**src/rtl/i2c_bb_pkg.sv**
```systemverilog
package i2c_bb_pkg;
  localparam int unsigned BYTE_W = 8;

  typedef struct packed {
    logic ser_en;
    logic tx_mode;
  } ctrl_t;

  localparam int unsigned ST_PEND_BIT = 7;
  localparam int unsigned ST_VIOL_BIT = 2;
endpackage

```
**src/rtl/i2c_bb_host_port.sv**
```systemverilog
module i2c_bb_host_port #(
  parameter bit          SLOW_CLK = 1'b0,
  parameter int unsigned DW       = 8
) (
  input  logic          clk_i,
  input  logic          rst_ni,
  input  logic          cs_ni,
  input  logic          rd_ni,
  input  logic          wr_ni,
  input  logic          a0_i,
  input  logic [DW-1:0] data_i,
  output logic          st_o,
  output logic          st_wr_o,
  output logic          st_a0_o,
  output logic [DW-1:0] st_data_o,
  output logic          end_dread_o,
  output logic          viol_o
);
  localparam int unsigned GAP_CYC = SLOW_CLK ? 3 : 6;
  localparam int unsigned CW      = $clog2(GAP_CYC + 1);

  logic          strb, strb_q, rise, fall;
  logic          active_q, wr_q, a0_q, viol_q;
  logic [CW-1:0] gap_q;

  assign strb = !cs_ni && !(rd_ni && wr_ni);
  assign rise = strb && !strb_q;
  assign fall = !strb && strb_q;

  assign st_o        = rise && (gap_q >= CW'(GAP_CYC));
  assign st_wr_o     = !wr_ni;
  assign st_a0_o     = a0_i;
  assign st_data_o   = data_i;
  assign end_dread_o = fall && active_q && !a0_q && !wr_q;
  assign viol_o      = viol_q;

  always_ff @(posedge clk_i or negedge rst_ni) begin
    if (!rst_ni) begin
      strb_q   <= 1'b0;
      active_q <= 1'b0;
      wr_q     <= 1'b0;
      a0_q     <= 1'b0;
      viol_q   <= 1'b0;
      gap_q    <= CW'(GAP_CYC);
    end else begin
      strb_q <= strb;
      if (st_o) begin
        gap_q    <= CW'(1);
        active_q <= 1'b1;
        wr_q     <= !wr_ni;
        a0_q     <= a0_i;
      end else begin
        if (gap_q < CW'(GAP_CYC)) gap_q <= gap_q + CW'(1);
        if (fall) active_q <= 1'b0;
      end
      if (rise && !st_o) viol_q <= 1'b1;
    end
  end

  p_viol_sticky_r8: assert property (@(posedge clk_i) disable iff (!rst_ni)
    viol_o |=> viol_o);
  p_early_access_flags_r8: assert property (@(posedge clk_i) disable iff (!rst_ni)
    (rise && !st_o) |=> viol_o);
endmodule

```
**src/rtl/i2c_bb_byte_core.sv**
```systemverilog
module i2c_bb_byte_core
  import i2c_bb_pkg::*;
#(
  parameter int unsigned DW = 8
) (
  input  logic          clk_i,
  input  logic          rst_ni,
  input  logic          st_i,
  input  logic          st_wr_i,
  input  logic          st_a0_i,
  input  logic [DW-1:0] st_data_i,
  input  logic          end_dread_i,
  input  logic          done_i,
  input  logic [DW-1:0] rx_byte_i,
  output logic          start_o,
  output logic          tx_dir_o,
  output logic [DW-1:0] tx_byte_o,
  output logic [DW-1:0] rbuf_o,
  output logic          scl_hold_o,
  output logic          pend_n_o,
  output ctrl_t         ctrl_o
);
  ctrl_t         ctrl_q;
  logic [DW-1:0] sreg_q, rbuf_q;
  logic          hold_q, pend_n_q, start_q;

  always_ff @(posedge clk_i or negedge rst_ni) begin
    if (!rst_ni) begin
      ctrl_q   <= '0;
      sreg_q   <= '0;
      rbuf_q   <= '0;
      hold_q   <= 1'b0;
      pend_n_q <= 1'b1;
      start_q  <= 1'b0;
    end else begin
      start_q <= 1'b0;
      if (done_i) begin
        pend_n_q <= 1'b0;
        if (!ctrl_q.tx_mode) begin
          rbuf_q <= rx_byte_i;
          sreg_q <= rx_byte_i;
          hold_q <= 1'b1;
        end
      end else if (st_i && !st_a0_i) begin
        pend_n_q <= 1'b1;
      end
      if (st_i && st_wr_i) begin
        if (st_a0_i) begin
          ctrl_q <= ctrl_t'(st_data_i[1:0]);
        end else begin
          sreg_q  <= st_data_i;
          start_q <= ctrl_q.ser_en && ctrl_q.tx_mode;
        end
      end
      // read completion frees the bus and asks for the next byte
      if (end_dread_i) begin
        hold_q  <= 1'b0;
        start_q <= ctrl_q.ser_en && !ctrl_q.tx_mode;
      end
    end
  end

  assign start_o    = start_q;
  assign tx_dir_o   = ctrl_q.tx_mode;
  assign tx_byte_o  = sreg_q;
  assign rbuf_o     = rbuf_q;
  assign scl_hold_o = hold_q;
  assign pend_n_o   = pend_n_q;
  assign ctrl_o     = ctrl_q;

  p_hold_after_rx_r5: assert property (@(posedge clk_i) disable iff (!rst_ni)
    (done_i && !ctrl_q.tx_mode) |=> scl_hold_o);
  p_release_after_read_r6: assert property (@(posedge clk_i) disable iff (!rst_ni)
    (end_dread_i && !done_i) |=> !scl_hold_o);
  p_start_needs_enable_r4: assert property (@(posedge clk_i) disable iff (!rst_ni)
    start_o |-> $past(ctrl_q.ser_en));
  p_pending_on_done_r9: assert property (@(posedge clk_i) disable iff (!rst_ni)
    done_i |=> !pend_n_o);
endmodule

```
**src/rtl/i2c_byte_buf.sv**
```systemverilog
module i2c_byte_buf
  import i2c_bb_pkg::*;
#(
  parameter bit SLOW_CLK = 1'b0
) (
  input  logic              clk_i,
  input  logic              rst_ni,
  input  logic              cs_ni,
  input  logic              rd_ni,
  input  logic              wr_ni,
  input  logic              a0_i,
  input  logic [BYTE_W-1:0] data_i,
  output logic [BYTE_W-1:0] data_o,
  output logic              start_o,
  output logic              tx_dir_o,
  output logic [BYTE_W-1:0] tx_byte_o,
  input  logic              done_i,
  input  logic [BYTE_W-1:0] rx_byte_i,
  output logic              scl_hold_o,
  output logic              pend_n_o,
  output logic              viol_o
);
  logic              st, st_wr, st_a0, end_dread;
  logic [BYTE_W-1:0] st_data, rbuf;
  logic [BYTE_W-1:0] status;
  ctrl_t             ctrl;

  i2c_bb_host_port #(.SLOW_CLK(SLOW_CLK), .DW(BYTE_W)) u_port (
    .clk_i, .rst_ni, .cs_ni, .rd_ni, .wr_ni, .a0_i, .data_i,
    .st_o(st), .st_wr_o(st_wr), .st_a0_o(st_a0), .st_data_o(st_data),
    .end_dread_o(end_dread), .viol_o
  );

  i2c_bb_byte_core #(.DW(BYTE_W)) u_core (
    .clk_i, .rst_ni,
    .st_i(st), .st_wr_i(st_wr), .st_a0_i(st_a0), .st_data_i(st_data),
    .end_dread_i(end_dread), .done_i, .rx_byte_i,
    .start_o, .tx_dir_o, .tx_byte_o, .rbuf_o(rbuf),
    .scl_hold_o, .pend_n_o, .ctrl_o(ctrl)
  );

  always_comb begin
    status              = '0;
    status[ST_PEND_BIT] = pend_n_o;
    status[ST_VIOL_BIT] = viol_o;
    status[1]           = ctrl.ser_en;
    status[0]           = ctrl.tx_mode;
  end

  assign data_o = a0_i ? status : rbuf;

  p_rx_start_releases_r6: assert property (@(posedge clk_i) disable iff (!rst_ni)
    (start_o && !tx_dir_o) |-> !scl_hold_o);
endmodule

```
**config.mk**
```make
export PLATFORM = sky130hd
export DESIGN_NAME = i2c_byte_buf
export DESIGN_NICKNAME = d
export VERILOG_FILES = /design/src/rtl/i2c_bb_pkg.sv /design/src/rtl/i2c_bb_host_port.sv /design/src/rtl/i2c_bb_byte_core.sv /design/src/rtl/i2c_byte_buf.sv
export SDC_FILE = /design/constraint.sdc
export NUM_CORES = 1
export LEC_CHECK = 0
export BUFFER_PORTS_ARGS = -buffer_cell sky130_fd_sc_hd__buf_2
export CORE_ASPECT_RATIO = 0.5
export CORE_UTILIZATION = 45
export CTS_BUF_LIST = sky130_fd_sc_hd__clkbuf_8
export DETAILED_ROUTE_END_ITERATION = 16
export GPL_TIMING_DRIVEN = 0
export PLACE_DENSITY = 0.84
export SLEW_MARGIN = 20
export SYNTH_ARGS = -nofsm -noshare
export SYNTH_HDL_FRONTEND = slang
export SYNTH_SLANG_ARGS = --single-unit
```
**constraint.sdc**
```tcl
create_clock -name clk_i -period 3.03 [get_ports clk_i]
set_input_delay 0.909 -clock clk_i [delete_from_list [all_inputs] [get_ports clk_i]]
set_output_delay 0.909 -clock clk_i [all_outputs]
set_load 0.05 [all_outputs]
```
# Yosys cells after proc, flatten, opt, wreduce, memory -nomap -nowiden
# Index checks and enable logic that the tools add are counted.
# Widths: inputs -> output; s select.
dict set report word_totals {
  ramBits 0
  regBits 29
  word_cells 65
  in_bits 23
  memories 0
  latch_bits 0
  romBits 0
}
dict set report op_classes {
  magnitude_cmp 2
  eq_ne 1
  bitwise 1
  add_sub_neg 1
  div 0
  n_reduce_logical 30
  muxes 17
  multipliers 0
  n_shift 0
}
# operator n
set ops {}
lappend ops {{$mux 8} 5}
lappend ops {{$logic_and 1x1->1} 13}
lappend ops {{$logic_not 1->1} 10}
lappend ops {{$mux 1} 10}
lappend ops {{$reduce_bool 2->1} 4}
lappend ops {{$mux 3} 2}
lappend ops {{$reduce_and 2->1} 3}
lappend ops {{$add 3x1->3 const B} 1}
lappend ops {{$ge 3x3->1 const B} 1}
lappend ops {{$lt 3x3->1 const B} 1}
lappend ops {{$ne 2x2->1 const B} 1}
lappend ops {{$not 1->1} 1}

# Logic depth before layout (Yosys ltp)
# Gate-level depths: netlist of run 1.
dict set report logic_depth {
  word_depth 10
  depth_mapped 5
  ltp_nobuf 5
}

# Cells and area by module
# A second synthesis of run 1 with hierarchy kept.
dict set report hier_totals {
  hier_cells 140
  hier_area_um2 1437.6
}
# module n_inst seq_area_each_um2 area_per_inst_um2 cells_per_inst
set by_module_without_submodules {}
lappend by_module_without_submodules {i2c_bb_byte_core 1 526.8 877.1 88}
lappend by_module_without_submodules {i2c_bb_host_port 1 202.7 454.2 43}
lappend by_module_without_submodules {i2c_byte_buf 1 0.0 106.4 9}

# Least setup slack after synthesis of run 1
# No wires, ideal clock.
dict set report synth_path {
  kind {input -> output}
  from {input a0_i}
  to {output data_o[3]}
  path_slack_ps 298
  t_arrival_ps 1823
  cell_stages 2
  path_buffers 1
  cell_sequence {clkbuf_1 nor2b_1}
}
dict set report synth_via {
  elab_chain_cells 1
}
# element line_no
set synth_lines {}
lappend synth_lines {{from (decl)} i2c_byte_buf.sv:11} ;# input logic a0_i,
lappend synth_lines {{$mux 8} i2c_byte_buf.sv:50} ;# assign data_o = a0_i ? status : rbuf;
lappend synth_lines {{to (decl)} i2c_byte_buf.sv:13} ;# output logic [BYTE_W-1:0] data_o,
# No other way between the ends.

# Final worst setup path of run 1
dict set report layout_path {
  from {input a0_i}
  to {output data_o[7]}
}
# The elaborated chain is that of the path after synthesis.

==> reports/qor.yml, run 1 <==
syn_nets: 145
synthArstFlopShare_pct: 100
grt-busiest-layer: "met2"
netlist.area_leader.share_pct: 47.5
finalWeightedCongestion: 0.773
fin_worst_skew_ns: 0.00550
synth_ff_type: "dfrtp_1"
drtPass1Iterations: 4
syn_avg_cell_area_um2: 11.4
grt.met3_usage_pct: 9.33
cp_slowest_cell: "mux2_2"
critPathArrivalTime_ns: 1.98
grt_overflow: 0
finalCritPeriodShare_pct: 95.3
rsz0062_at_grt: "no"
p_leak_nw: 0.871
synthTopCellsByArea: "dfrtp_1 (47%), mux2_2 (17%), nand2_1 (8.8%)"
ctsHoldBuffers: 0
layout.nets: 195
post_drt_via_cell_ratio: 5.02
crit_family: "buffers and inverters"
worst-slew-pin-transition_ns: 0.634
synth_seq_area_share_pct: 53.2
syn-instance-count: 120
path_max_fanout: 10
dieArea_um2: 3280
io_buffers: 43
finalSetupViolations: 0
cts_made_buffers: 5
grt_usage_pct: 21.0
drc: 0
coreArea_um2: 2730
cpMostUsedCell: "buf_2"
diodes: 0
htreeDepth: 2
cts.sink_count: 29
powerDensity_nw_per_um2: 1160
clk_pin_slew_ns: 0.06
drv_cap: 0
dp_hpwl_um: 2100
synth_cell_types: 30
cts_resized: 0
grt_antenna_before_repair: 0
routed_wl_um: 2920
yosys_warnings: 0
synth.ff_latch_count: 29
worstSetupPathType: "input pin to output pin"
clockBufferDepth: 2
wl_per_cell_um: 14.0
clk-insertion-delay-late_ns: 0.28
synth-edff-count: 0
die_w_um: 80.0
initial_core_util_pct: 50.1
grt_use_met1_pct: 24.2
postRouteAntennaNets: 0
cp-start-kind: "input pin"
fmax_ghz: 0.346
cts_tree: "done"
tns_ns: 0
relSlewSlack_pct: 57.5
rows: 13
post-route-min-period_ns: 2.89
root_buffer: "clkbuf_8"
hold_violations: 0
drive_above_1_share_pct: 46.8
drv_slew: 0
synth_area_um2: 1370
grt_max_degree: 30
hold_slack_ns: 0.469
vias: 1045
grt_pass1_vias: 1000
critical_path.max_stage_delay_ns: 0.39
ioPinCount: 44
fin_util_pct: 64.0
worstSetupEndpointType: "output pin"
crit_buf_inv: 3
worstPathCellList: "buf_2, clkbuf_1, mux2_2, buf_2"
die_h_um: 41.0
hold_class: "flop to flop"
area_growth_pct: 27.6
cts_setup_buffers: 0
required_ns: 2.12
grt_use_met2_pct: 34.4
first_iter_violations: 33
status: "finished, final reports clean"
ir_worst_vdd_v: 0.000502
synth_area_leader_cell: "dfrtp_1"
grt_pass1_wl_um: 4640
final timing paths:
check                                 startpoint  depth (start not counted)                   to  slack [ns]
max in group asynchronous                 rst_ni                          1     u_core.rbuf_o[5]        1.97
worst max register to register   u_port.gap_q[1]                          4  u_core.tx_byte_o[1]        1.25
min in group asynchronous                 rst_ni                          1     u_core.rbuf_o[7]        0.65
worst min-delay path            u_core.rbuf_o[4]                          2     u_core.rbuf_o[4]        0.47
worst min register to register  u_core.rbuf_o[4]                          2     u_core.rbuf_o[4]        0.47
worst max-delay path                        a0_i                          4            data_o[7]        0.14
logic make-up after synthesis:
family	Yosys count	synth area share, %
AO/OA/AOI/OAI	13	6.12
XOR/XNOR	1	0.639
adder cells (fa/ha/maj)	2	1.83
buffers and inverters	7	3.29
flip-flops	29	53.2
multiplexers	23	19.5
AND/OR/NAND/NOR	45	15.4
report_power, final:
part           switching, W  internal (W)  leakage, nW  total [W]
sequential         0.000105      0.000568        0.339   0.000673
combinational      0.000621      0.000335        0.470   0.000956
clock              0.000142      0.000264       0.0626   0.000406
cell usage after synthesis (2+ instances only):
cell,n
nand2_1,32
mux2_4,2
clkbuf_1,2
dfstp_2,3
nor2b_1,4
a21oi_1,2
ha_1,2
mux2_2,21
dfrtp_1,26
o21a_1,2
o21ai_0,3
inv_1,3
cell usage in the layout, fill, tap and decap left out:
master and count:
dfstp_2 3, mux2_4 2, a211oi_1 1, a31oi_1 1, o21a_1 2, nand3_2 1, clkbuf_1 2, xnor2_1 1
nor2b_1 4, buf_8 1, o22ai_1 1, a21o_1 1, nand2b_1 1, nand3_1 1, a21oi_1 2, o21ai_0 3
or4_1 1, a22oi_1 1, clkbuf_8 6, nand2b_4 1, and2b_1 1, bufinv_16 1, inv_1 4, nor3_1 1
buf_6 1, dfrtp_1 26, ha_1 2, nand3b_1 1, nor2_1 1, mux2_2 21, buf_2 43, nand2_1 32
o41ai_1 1
metal layers:
layer	wire, µm	up-vias
met4	61	0
met3	153	6
met1	1280	505
met2	1420	25
li1	-	509
met5	0	-
sequential cells by signal (all words and copies together) (netlist names):
name / count
u_port.a0_q: 1
u_port.active_q: 1
u_port.gap_q: 3
u_core.pend_n_o: 1
u_core.tx_dir_o: 1
u_port.wr_q: 1
u_port.strb_q: 1
u_core.tx_byte_o: 8
u_core.start_o: 1
u_core.ctrl_o: 1
u_core.scl_hold_o: 1
u_core.rbuf_o: 8
u_port.viol_o: 1
cell type report:
type,count,area (µm²)
fillers,210,985
flip-flops and latches,29,729
multi-input cells,84,596
repair buffers,43,215
clock buffers,6,82.6
well taps,37,46.3
clock inverters,2,33.8
plain buffers,4,33.8
inverters,3,11.3
metrics by stage:
stage	power (W)	instances	setup slack [ns]	cell area, µm²
floorplan	0.00142	120	0.298	1370
global placement	0.00159	200	0.148	1630
detailed placement	0.00163	200	0.146	1630
CTS	0.00205	208	0.140	1750
global route	0.00215	208	0.0814	1750
finish	0.00203	208	0.142	1750
tightest hold or removal path: cells and delay by family, from the launching register on:
family | cells | cell delay, ns
flops | 1 | 0.33
simple gates | 2 | 0.10
(Power assumes the default switching activity.)
==> run 2, diff against run 1 <==
- PLACE_DENSITY: 0.84 -> 0.72
==> run 2 against run 1 <==
Effect of this change:
- first-iteration DRC count rose by 15%
- wire length shrank 7.9%
- setup slack worse by 0.013 ns
- core utilization decreased by 1.2 points
- clock skew is essentially flat
- non-clock buffer count unchanged
- total power is 6.0% lower
- via count decreased by 3.6%
- design area down 1.9%
- count of clock-buffer cells in the layout shrank 1
- largest power group unchanged
- combinational power down 1%
==> reports/qor.yml, run 2 (synthesized netlist as in run 1, its figures left out) <==
final_common_cell: "buf_2"  # unchanged
cts_tree: "done"  # unchanged
worstSetupEndpointType: "output pin"  # unchanged
drv_cap: 0  # unchanged
grt_antenna_before_repair: 0  # unchanged
status: "finished, final reports clean"  # unchanged
die_h_um: 41.0  # unchanged
grt_usage_pct: 18.1  # was 21.0%
final_cell_mix: "buf_2 (43), nand2_1 (32), dfrtp_1 (26)"  # unchanged
cp-start-kind: "input pin"  # unchanged
die_w_um: 80.0  # unchanged
rows: 13  # unchanged
post-place-cells: 200  # unchanged
dieArea_um2: 3280  # unchanged
area_growth_pct: 25.1  # was 27.6%
drive_above_1_share_pct: 46.8  # unchanged
worstSetupPathType: "input pin to output pin"  # unchanged
layout.nets: 195  # unchanged
hold_class: "flop to flop"  # unchanged
fillers: 245  # was 210
diodes: 0  # unchanged
cts.sink_count: 29  # unchanged
post-route-min-period_ns: 2.90  # was 2.89 ns
tns_ns: 0  # unchanged
grt_pass1_wl_um: 4120  # was 4640 µm
grt_max_degree: 30  # unchanged
p_leak_nw: 0.858  # was 0.871 nW
clk_pin_slew_ns: 0.06  # about the same
fmax_ghz: 0.345  # was 0.346 GHz
relSlewSlack_pct: 55.5  # was 57.5%
io_buffers: 43  # unchanged
routed_wl_um: 2690  # was 2920 µm
critPathArrivalTime_ns: 1.99  # was 1.98 ns
drc: 0  # unchanged
cts_made_buffers: 5  # unchanged
grt_overflow: 0  # unchanged
clk-insertion-delay-late_ns: 0.28  # about the same
r2r_slack_ns: 1.29  # was 1.25 ns
first_iter_violations: 38  # was 33
grt_pass1_vias: 911  # was 1000
clockBufferDepth: 2  # unchanged
postPlaceCellArea_um2: 1630  # unchanged
root_buffer: "clkbuf_8"  # unchanged
fin_area_um2: 1710  # was 1750 µm²
worstPathCellList: "buf_2, clkbuf_1, mux2_2, buf_2"  # unchanged
finalSetupViolations: 0  # unchanged
drtPass1Iterations: 4  # unchanged
cpMostUsedCell: "buf_2"  # unchanged
cp_slowest_cell: "mux2_2"  # unchanged
finalWeightedCongestion: 0.724  # was 0.773
finalCritPeriodShare_pct: 95.7  # was 95.3%
instances_no_fill: 208  # unchanged
coreArea_um2: 2730  # unchanged
dp_hpwl_um: 1930  # was 2100 µm
path_max_fanout: 10  # unchanged
drv_slew: 0  # unchanged
internal-power_w: 0.00106  # was 0.00117 W
worst-slew-pin-transition_ns: 0.664  # was 0.634 ns
postRouteAntennaNets: 0  # unchanged
required_ns: 2.12  # about the same
net-switching-power_w: 0.000855  # was 0.000868 W
htreeDepth: 2  # unchanged
ir_worst_vdd_v: 0.000622  # was 0.000502 V
vias: 1007  # was 1045
critical_path.max_stage_delay_ns: 0.39  # about the same
seqPwrFrac_pct: 35.1  # was 33.1%
ctsHoldBuffers: 0  # unchanged
post_drt_via_cell_ratio: 4.84  # was 5.02
clockPowerShare_pct: 15.6  # was 20.0%
cts_setup_buffers: 0  # unchanged
initial_core_util_pct: 50.1  # unchanged
hold_violations: 0  # unchanged
cts_resized: 0  # unchanged
wl_per_cell_um: 12.9  # was 14.0 µm
powerDensity_nw_per_um2: 1120  # was 1160 nW/µm²
comb_power_share_pct: 49.3  # was 47.0%
rsz0062_at_grt: "no"  # unchanged
ioPinCount: 44  # unchanged
fin_worst_skew_ns: 0.00511  # was 0.00550 ns
switching_share_pct: 44.7  # was 42.6%
-- run 2: cell count changes in the layout (fill, tap and decap cells not counted) --
cell,delta
clkbuf_8,-1
clkinv_2,+2
bufinv_16,-1
-- run 2: critical path, delay by kind of cell --
family,cells,cell delay [ns]
buffers and inverters,3,0.68
multiplexers,1,0.39
-- run 2: through the flow --
step           setup slack [ns]  utilization (%)  power (W)  hold slack, ns
5_1_grt                  0.0485             62.7    0.00203           0.480
3_3_place_gp             0.0986             59.7    0.00160           0.452
3_5_place_dp              0.122             59.7    0.00163           0.454
6_report                  0.129             62.7    0.00191           0.464
2_1_floorplan             0.298                -    0.00142           0.437
4_1_cts                   0.119             62.7    0.00193           0.469
-- run 2: cell type report --
class | instances | area, µm² | share of cell area (%)
Sequential cell | 29 | 729 | 42.6
Multi-Input combinational cell | 84 | 596 | 34.7
Tap cell | 37 | 46.3 | 2.70
Timing Repair Buffer | 43 | 215 | 12.6
Buffer | 4 | 33.8 | 1.97
Clock inverter | 3 | 13.8 | 0.803
Clock buffer | 5 | 68.8 | 4.01
Inverter | 3 | 11.3 | 0.657
-- run 2: worst paths after layout --
kind | start | endpoint | cells past startpoint
worst max-delay path | a0_i | data_o[2] | 4
worst min-delay path | u_core.rbuf_o[6] | u_core.rbuf_o[6] | 2
worst max register to register | u_port.gap_q[1] | u_core.tx_byte_o[7] | 4
worst min register to register | u_core.rbuf_o[6] | u_core.rbuf_o[6] | 2
max in group asynchronous | rst_ni | u_core.rbuf_o[6] | 1
min in group asynchronous | rst_ni | u_core.tx_byte_o[4] | 1
-- run 2: power groups by stage --
stage	sequential (W)	combinational, W	clock [W]
global route	0.000692	0.00101	0.000324
detailed placement	0.000677	0.000949	0
finish	0.000670	0.000943	0.000298
CTS	0.000670	0.000955	0.000307
global placement	0.000667	0.000932	0
floorplan	0.000894	0.000521	0
-- run 2: layer usage --
| layer | track usage, % | up-vias | routed length (µm) |
|---|---|---|---|
| met3 | 7.56 | 3 | 124 |
| met4 | 5.36 | 0 | 18 |
| met2 | 30.8 | 22 | 1210 |
| met5 | 0 | - | 0 |
| met1 | 21.9 | 470 | 1340 |
| li1 | - | 512 | - |
